[src/rtl/gpio_edge_pkg.sv]
// Package gpio_edge_pkg
// Shared constants for the GPIO edge controller: bus address width and the
// byte offsets of each register. All registers are word aligned.
package gpio_edge_pkg;
    localparam int ADDR_W = 8;

    localparam logic [ADDR_W-1:0] OFF_LEVEL = 8'h00;
    localparam logic [ADDR_W-1:0] OFF_DIR   = 8'h04;
    localparam logic [ADDR_W-1:0] OFF_SET   = 8'h08;
    localparam logic [ADDR_W-1:0] OFF_CLR   = 8'h0C;
    localparam logic [ADDR_W-1:0] OFF_RISE  = 8'h10;
    localparam logic [ADDR_W-1:0] OFF_FALL  = 8'h14;
    localparam logic [ADDR_W-1:0] OFF_STAT  = 8'h18;
    localparam logic [ADDR_W-1:0] OFF_WAKE  = 8'h1C;
endpackage

[src/rtl/gpio_sync.sv]
// Module gpio_sync
// Multi-stage synchronizer for N asynchronous pin inputs.
// Assumes: STAGES >= 1. Reset loads zero into every stage, so a pin
// held low through reset produces no edge afterwards.
module gpio_sync #(
    parameter int N      = 21,
    parameter int STAGES = 2
) (
    input  logic         clk,
    input  logic         rst_n,
    input  logic [N-1:0] d,
    output logic [N-1:0] q
);
    logic [N-1:0] stage_q [STAGES];

    genvar s;
    generate
        for (s = 0; s < STAGES; s++) begin : g_stage
            if (s == 0) begin : g_first
                // First stage: capture the raw pins
                always_ff @(posedge clk) begin
                    if (!rst_n) stage_q[0] <= '0;
                    else        stage_q[0] <= d;
                end
            end else begin : g_next
                // Later stages: shift down the chain
                always_ff @(posedge clk) begin
                    if (!rst_n) stage_q[s] <= '0;
                    else        stage_q[s] <= stage_q[s-1];
                end
            end
        end
    endgenerate

    assign q = stage_q[STAGES-1];
endmodule

[src/rtl/gpio_edge_detect.sv]
// Module gpio_edge_detect
// Compares the synchronized level with its previous value and sets sticky
// status bits for the enabled transition directions.
// Assumes: level is already synchronous to clk. A clear and a new edge on
// the same bit in the same cycle leave the bit set.
module gpio_edge_detect #(
    parameter int N = 21
) (
    input  logic         clk,
    input  logic         rst_n,
    input  logic [N-1:0] level,
    input  logic [N-1:0] rise_en,
    input  logic [N-1:0] fall_en,
    input  logic [N-1:0] clr,
    output logic [N-1:0] status_q
);
    logic [N-1:0] prev_q;
    logic [N-1:0] rise_hit;
    logic [N-1:0] fall_hit;

    // Hold the level from the previous clock
    always_ff @(posedge clk) begin
        if (!rst_n) prev_q <= '0;
        else        prev_q <= level;
    end

    // Find enabled transitions
    always_comb begin
        rise_hit = level & ~prev_q & rise_en;
        fall_hit = ~level & prev_q & fall_en;
    end

    // Sticky status: clear first, then apply new hits so a hit wins
    always_ff @(posedge clk) begin
        if (!rst_n) status_q <= '0;
        else        status_q <= (status_q & ~clr) | rise_hit | fall_hit;
    end
endmodule

[src/rtl/gpio_regs.sv]
// Module gpio_regs
// Register file and read multiplexer for the GPIO edge controller.
// Assumes: DW > N. Bits at position N and above are not stored and read as
// zero. One write per clock, so set and clear writes apply in arrival order.
module gpio_regs
    import gpio_edge_pkg::*;
#(
    parameter int N  = 21,
    parameter int DW = 32
) (
    input  logic              clk,
    input  logic              rst_n,
    input  logic [ADDR_W-1:0] addr,
    input  logic [N-1:0]      wbits,
    input  logic              we,
    output logic [DW-1:0]     rdata,
    input  logic [N-1:0]      level,
    input  logic [N-1:0]      status,
    output logic [N-1:0]      dir_q,
    output logic [N-1:0]      out_q,
    output logic [N-1:0]      rise_en_q,
    output logic [N-1:0]      fall_en_q,
    output logic [N-1:0]      wake_sel_q,
    output logic [N-1:0]      status_clr
);
    localparam int PAD = DW - N;

    logic wr_dir, wr_set, wr_clr, wr_rise, wr_fall, wr_stat, wr_wake;
    logic [N-1:0] rd_bits;

    // Decode write strobes
    always_comb begin
        wr_dir  = we && (addr == OFF_DIR);
        wr_set  = we && (addr == OFF_SET);
        wr_clr  = we && (addr == OFF_CLR);
        wr_rise = we && (addr == OFF_RISE);
        wr_fall = we && (addr == OFF_FALL);
        wr_stat = we && (addr == OFF_STAT);
        wr_wake = we && (addr == OFF_WAKE);
    end

    // Status clear mask for the edge detector
    assign status_clr = wr_stat ? wbits : '0;

    // Plain read/write configuration registers
    always_ff @(posedge clk) begin
        if (!rst_n) begin
            dir_q      <= '0;
            rise_en_q  <= '0;
            fall_en_q  <= '0;
            wake_sel_q <= '0;
        end else begin
            if (wr_dir)  dir_q      <= wbits;
            if (wr_rise) rise_en_q  <= wbits;
            if (wr_fall) fall_en_q  <= wbits;
            if (wr_wake) wake_sel_q <= wbits;
        end
    end

    // Output latch: write-one-to-set and write-one-to-clear
    always_ff @(posedge clk) begin
        if (!rst_n)      out_q <= '0;
        else if (wr_set) out_q <= out_q | wbits;
        else if (wr_clr) out_q <= out_q & ~wbits;
    end

    // Read multiplexer
    always_comb begin
        case (addr)
            OFF_LEVEL: rd_bits = level;
            OFF_DIR:   rd_bits = dir_q;
            OFF_SET:   rd_bits = out_q;
            OFF_CLR:   rd_bits = out_q;
            OFF_RISE:  rd_bits = rise_en_q;
            OFF_FALL:  rd_bits = fall_en_q;
            OFF_STAT:  rd_bits = status;
            OFF_WAKE:  rd_bits = wake_sel_q;
            default:   rd_bits = '0;
        endcase
    end

    assign rdata = {{PAD{1'b0}}, rd_bits};
endmodule

[src/rtl/gpio_edge_ctrl.sv]
// Module gpio_edge_ctrl
// Top level of the GPIO edge controller. It synchronizes the pins, detects
// enabled edges into sticky status, holds the pin output registers and
// forms the interrupt and wake requests.
// Assumes: synchronous active-low reset, and a single register write per clock.
module gpio_edge_ctrl
    import gpio_edge_pkg::*;
#(
    parameter int N           = 21,
    parameter int DW          = 32,
    parameter int SYNC_STAGES = 2
) (
    input  logic              clk,
    input  logic              rst_n,
    input  logic [ADDR_W-1:0] addr,
    input  logic [DW-1:0]     wdata,
    input  logic              we,
    output logic [DW-1:0]     rdata,
    input  logic [N-1:0]      pin_in,
    output logic [N-1:0]      pin_out,
    output logic [N-1:0]      pin_oe,
    output logic              irq,
    output logic              wake
);
    logic [N-1:0] level_s;
    logic [N-1:0] status_q;
    logic [N-1:0] status_clr;
    logic [N-1:0] dir_q, out_q, rise_en_q, fall_en_q, wake_sel_q;
    logic         unused_wdata_hi;

    // Upper write bits are reserved and have no storage
    assign unused_wdata_hi = ^wdata[DW-1:N];

    gpio_sync #(.N(N), .STAGES(SYNC_STAGES)) u_sync (
        .clk   (clk),
        .rst_n (rst_n),
        .d     (pin_in),
        .q     (level_s)
    );

    gpio_edge_detect #(.N(N)) u_edge (
        .clk      (clk),
        .rst_n    (rst_n),
        .level    (level_s),
        .rise_en  (rise_en_q),
        .fall_en  (fall_en_q),
        .clr      (status_clr),
        .status_q (status_q)
    );

    gpio_regs #(.N(N), .DW(DW)) u_regs (
        .clk        (clk),
        .rst_n      (rst_n),
        .addr       (addr),
        .wbits      (wdata[N-1:0]),
        .we         (we),
        .rdata      (rdata),
        .level      (level_s),
        .status     (status_q),
        .dir_q      (dir_q),
        .out_q      (out_q),
        .rise_en_q  (rise_en_q),
        .fall_en_q  (fall_en_q),
        .wake_sel_q (wake_sel_q),
        .status_clr (status_clr)
    );

    // Pin drive and request outputs
    always_comb begin
        pin_out = out_q;
        pin_oe  = dir_q;
        irq     = |status_q;
        wake    = |(status_q & wake_sel_q);
    end
endmodule

[config.mk]
export PLATFORM = sky130hd
export DESIGN_NAME = gpio_edge_ctrl
export DESIGN_NICKNAME = d
export VERILOG_FILES = /design/src/rtl/gpio_edge_pkg.sv /design/src/rtl/gpio_sync.sv /design/src/rtl/gpio_edge_detect.sv /design/src/rtl/gpio_regs.sv /design/src/rtl/gpio_edge_ctrl.sv
export SDC_FILE = /design/constraint.sdc
export NUM_CORES = 1
export LEC_CHECK = 0
export CORE_MARGIN = 2
export CORE_UTILIZATION = 38
export CTS_BUF_LIST = sky130_fd_sc_hd__clkbuf_8
export CTS_CLUSTER_SIZE = 8
export DETAILED_ROUTE_END_ITERATION = 12
export GPL_ROUTABILITY_DRIVEN = 1
export SLEW_MARGIN = 20
export SYNTH_ARGS = -nofsm -noshare
export SYNTH_HDL_FRONTEND = slang
export SYNTH_HIERARCHICAL = 1
export SYNTH_SLANG_ARGS = --single-unit
export TNS_END_PERCENT = 10
[constraint.sdc]
create_clock -name clk -period 2.2 [get_ports clk]
set_clock_uncertainty 0.15 [all_clocks]
set_input_delay 0.33 -clock clk [delete_from_list [all_inputs] [get_ports clk]]
set_output_delay 0.33 -clock clk [all_outputs]
set_load 0.01 [all_outputs]
Yosys cells after proc, flatten, opt, wreduce, memory -nomap -nowiden
Memory sizes are Yosys's and may differ from the RTL's. Index checks and enable logic that the tools add are counted.

Register bits after elaboration: 147. Bits in writable memories: 42. Output and inout bits: 76. Memories: 1.

Memory list: u_sync.stage_q (depth 2, bits a word 21, read ports 2, clocked after Yosys merged registers in 0, wr ports 2, RTL line gpio_sync.sv:14) `logic [N-1:0] stage_q [STAGES];`.

Equality and inequality tests: 7. Multiplexer cells: 8. Bitwise operators: 16. Reduce and logical (&&, ||, !) cells: 12.

Operators by type and width (number): 21-bit AND (7); 21-bit one-hot mux with 7 select lines (1); 21-bit 2-to-1 mux (5); 21-bit inverter (4); 21-bit OR (3); 21-bit OR reduction (2); 8-bit by 5-bit == test with 1-bit output (second input constant) (4); 8-bit by 4-bit == test with 1-bit output (second input constant) (2); 8-bit by 3-bit == test with 1-bit output (second input constant) (1); 8-bit logical NOT (1); 1-bit logical AND (7); 1-bit 2-to-1 mux (2); 1-bit OR (2); 2-bit nonzero test (1); 2-bit OR reduction (1).

Longest topological paths before layout
Depth in word-level cells: 7. Gate-level depth with buffers: 7. Mapped depth without buffers: 5.

By module
Netlist, hierarchy kept.

Modules (own cells, without submodules): gpio_regs (instances 1, cells each 571, area each 5529.1 um^2); gpio_edge_detect (instances 1, cells each 156, area each 1681.6 um^2); gpio_sync (instances 1, cells each 88, area each 1176.1 um^2); gpio_edge_ctrl (instances 1, cells each 21, area each 145.1 um^2).

Least setup slack after synthesis
OpenSTA, ideal clock, no wires.

Kind: input port to output port. From: in addr[2]. To: out rdata[10]. Arrival: 1.446 ns. Required time: 1.720 ns. Setup slack: 0.274 ns. Cell stages on the path: 6. Path through: buf_2 -> buf_4 -> buf_2 -> mux2i_1 -> o22ai_1 -> a22o_1.

Longest elaborated chain between the ends: 3. Elaborated cells between the ends (all ways): 10. Those cells by class: eq/ne: 7; mux: 1; reduce/logical: 2.

RTL lines: from (decl) (RTL line gpio_edge_ctrl.sv:15) `input logic [ADDR_W-1:0] addr,`; 8-bit by 4-bit == test with 1-bit output (RTL line gpio_regs.sv:69) `case (addr)`; 2-bit OR reduction (no source line); 21-bit one-hot mux with 7 select lines * (RTL line gpio_regs.sv:69); to (decl) (RTL line gpio_edge_ctrl.sv:18) `output logic [DW-1:0] rdata,`.

Mark *: on every way between the ends. The rest lies on a longest branch, timed or not.

Worst setup path in the final report
From: reg u_edge.status_q[4]. To: out irq.

Longest elaborated chain between the ends: 1.

RTL lines: from (decl) (RTL line gpio_edge_detect.sv:15) `output logic [N-1:0] status_q`; from (signal assigned) (RTL line gpio_edge_detect.sv:36) `else status_q <= (status_q & ~clr) | rise_hit | fall_hit;`; 21-bit OR reduction (RTL line gpio_edge_ctrl.sv:72) `irq = |status_q;`; to (decl) (RTL line gpio_edge_ctrl.sv:22) `output logic irq,`.

Every way passes these cells.

==> flow_summary_export.csv <==
group,metric,value,unit
placement,place_hpwl,17200,µm
sta,min_period,2450,ps
routing,drt_iter0_drc,527,
clocking,cts_max_path_buffers,2,
power,seqPwrFrac,0.553,
job,maxCapViolations,0,
final_layout,final_area,10900,µm²
global_routing,grtUsageTotal,0.210,
sta,max_clock_freq,0.408,GHz
placement,place_congestion,0.796,
worst_setup_path,worstPathCellList,"or4_4, or4_4, buf_6",
global_routing,grt-ovfl-total,0,
floorplanning,dieArea,23700,µm²
sta,slew_viol_final,0,
worst_setup_path,startpoint_type,"flop",
final_layout,fin_nets,1051,
global_routing,grt_pass1_vias,6612,
sta,setup_slack,-251,ps
hold_path,hold_class,"in -> reg",
sta,setup_tns,-524,ps
worst_setup_path,max_stage_delay,520,ps
floorplanning,die_y,154,µm
run_status,violations,"setup timing",
power,power_density,579,nW/µm²
power,p_sw_frac,0.247,
routing,ant_nets,0,
placement,port_buffers,117,
routing,vias,6873,
placement,dpl-instance-area,10400,µm²
floorplanning,die_w,154,µm
routing,avgViaCountPerCell,5.37,
worst_setup_path,path_max_fanout,2,
global_routing,grt_max_degree,103,
worst_setup_path,critPathArrivalTime,1970,ps
clocking,holdBufCountCts,0,
synthesis,syn_area,8530,µm²
routing,drc,0,
routing,firstDrtPassIters,5,
power,leakage,4.05,nW
synthesis,synth_seq_cells,189,
synthesis,synth_cell_types,44,
power,p_clk_frac,0.365,
clocking,htreeDepth,4,
final_layout,fillers,2037,
worst_setup_path,critPathCaptureType,"output pin",
synthesis,yosys_warnings,6,
sta,final_hold_viol_count,0,
sta,setup_viol,5,
worst_setup_path,critical_path_required,1720,ps
floorplanning,fp-row-count,54,
clocking,clock_sinks,189,
clocking,path_clk_slew,90,ps
worst_setup_path,cp_common_cell,"or4_4",
clocking,tritoncts,"built",
placement,dp.cells,1241,
synthesis,syn_inst,836,
floorplanning,core-area,22000,µm²
worst_setup_path,path_buf_inv,1,
clocking,root_buffer,"clkbuf_8",
final_layout,finish.utilization,0.497,
worst_setup_path,crit_type,"reg -> out",
synthesis,seq_area_frac_synth,0.443,
sta,finalCritPeriodShare,1.11,
synthesis,avgSynthCellArea,10.2,µm²
routing,avgRoutedWirePerCell,19.3,µm
floorplanning,ioPinCount,140,
worst_setup_path,cpMaxStageDelayCell,"or4_4",
worst_setup_path,crit_family,"simple AND/OR/NAND/NOR gates",
final_layout,area_growth,27.9,%
clocking,insertion_delay,460,ps
global_routing,grt_pass1_wl,38300,µm
clocking,cts_made_buffers,17,
sta,rsz0062_at_grt,"yes",
final_layout,fin_cells,1280,
final_layout,drive_gt1_frac,0.213,
power,p_comb_frac,0.082,
power,netSwitchingPower,1.56,mW
floorplanning,start_util,0.389,
run_status,status,"finished, violations left",
power,ir_drop,0.000347,V
power,power.internal,4.76,mW
routing,routed_wl,24800,µm
global_routing,antenna_found_initial,1,
tightest hold or removal path, cell delays in order:
cell     delay (ps)
buf_6           170
nand2_1          90
mux2i_1          50
final cells by class:
class	instances	area, µm²	share of cell area
multi-input combinational	578	4380	0.401
sequential	189	3800	0.348
timing repair buffer	200	1990	0.183
tap	280	350	0.0321
clock buffer	18	248	0.0227
clock inverter	13	141	0.0130
inverter	1	3.75	0.000344
antenna	1	2.50	0.000229
what timing repair did:
| item | CTS | global route |
|---|---|---|
| pin swaps | 13 | 4 |
| resized for setup | 104 | 29 |
| endpoints found under the setup margin | 42 | 23 |
| buffers inserted | 5 | 0 |
| gates cloned | 2 | 0 |
metrics by stage:
stage	worst slack [ps]	hold slack (ps)	power, mW
finish	-251	83.0	6.32
floorplan	274	270	3.83
CTS	-287	61.1	6.37
global route	-321	60.0	6.58
global placement	-696	279	4.06
detailed placement	-723	282	4.06
path summary, 6_finish.rpt:
kind | from | endpoint | slack, ps | depth (start not counted)
worst max register to register | flop | flop | 1260 | 2
worst min register to register | u_sync/stage_q[0][4] | u_sync/stage_q[1][4] | 300 | 1
worst min-delay path | rst_n | u_regs/dir_q[10] | 80 | 3
worst max-delay path | u_edge/status_q[4] | irq | -250 | 3
synth_stat cells:
cell type  instances  area share
a222oi_1           1      0.0012
a22o_1            19       0.020
a22oi_1           10      0.0088
a311oi_1          21       0.022
a31oi_1           21       0.015
and2_1            43       0.032
and2_2            42       0.037
and3_1             2      0.0015
and4_1             2      0.0021
and4bb_1           1      0.0015
buf_2             22       0.013
buf_4             16       0.014
buf_6             15       0.020
clkbuf_1          22      0.0097
clkbuf_2           4      0.0023
conb_1             1     0.00044
dfxtp_1          189        0.44
inv_1              1     0.00044
mux2_1             1      0.0013
mux2_2             1      0.0013
mux2i_1          143        0.17
mux4_2             1      0.0026
nand2_1          107       0.047
nand3_1           25       0.015
nand3b_1          22       0.019
nand4_1            2      0.0015
nand4b_1          43       0.044
nor2_1             2     0.00088
nor3_1             2      0.0012
nor3_2             1      0.0012
nor3_4             1      0.0019
nor3b_4            1      0.0022
nor4_1             3      0.0022
nor4_4             1      0.0025
nor4b_4            1      0.0028
o21a_1             1     0.00088
o21ai_1            1     0.00059
o221ai_1           1      0.0010
o22ai_1           19       0.014
o2bb2ai_1         19       0.020
or3_1              1     0.00073
or3_4              2      0.0026
or3b_4             1      0.0013
or4_1              2      0.0018
logic make-up after synthesis:
kind of cell    after synthesis  share of synthesized area
flops                       189                      0.443
simple gates                307                      0.221
other cells                   1                   0.000440
compound gates              113                      0.102
mux                         146                      0.173
buf+inv                      80                     0.0592
power groups by stage:
stage               clock network (mW)  registers [mW]  logic, mW
floorplan                            0            3.56      0.268
global placement                     0            3.57      0.488
detailed placement                   0            3.58      0.489
CTS                               2.36            3.50      0.511
global route                      2.53            3.50      0.550
finish                            2.31            3.50      0.517
cells in the final DEF (no fill, tap or decap), types with 4 or more instances in the layout:
cell type,Yosys,layout
conb_1,1,11
inv_6,0,4
mux2i_1,143,138
nand3b_1,22,22
nand3_1,25,25
nand2_1,107,107
and2_2,42,42
a22o_1,19,19
buf_2,22,6
buf_6,15,13
clkbuf_2,4,10
dfxtp_1,189,178
o22ai_1,19,17
and2_1,43,43
dfxtp_2,0,11
dlygate4sd2_1,0,8
buf_12,0,17
a22oi_1,10,9
clkbuf_8,0,18
a31oi_1,21,21
nand4b_1,43,43
clkdlybuf4s50_1,0,85
o2bb2ai_1,19,19
buf_4,16,56
a311oi_1,21,21
per-layer routing:
layer  routed length (µm)  vias to the layer above  track usage  part of all wire
li1                     -                     3342            -                 -
met1                12000                     3296        0.302              0.49
met2                11000                      209        0.318              0.45
met3                 1260                       26       0.0403             0.051
met4                  434                        0       0.0632             0.018
met5                    0                        -            0                 0
(Power assumes the default switching activity.)
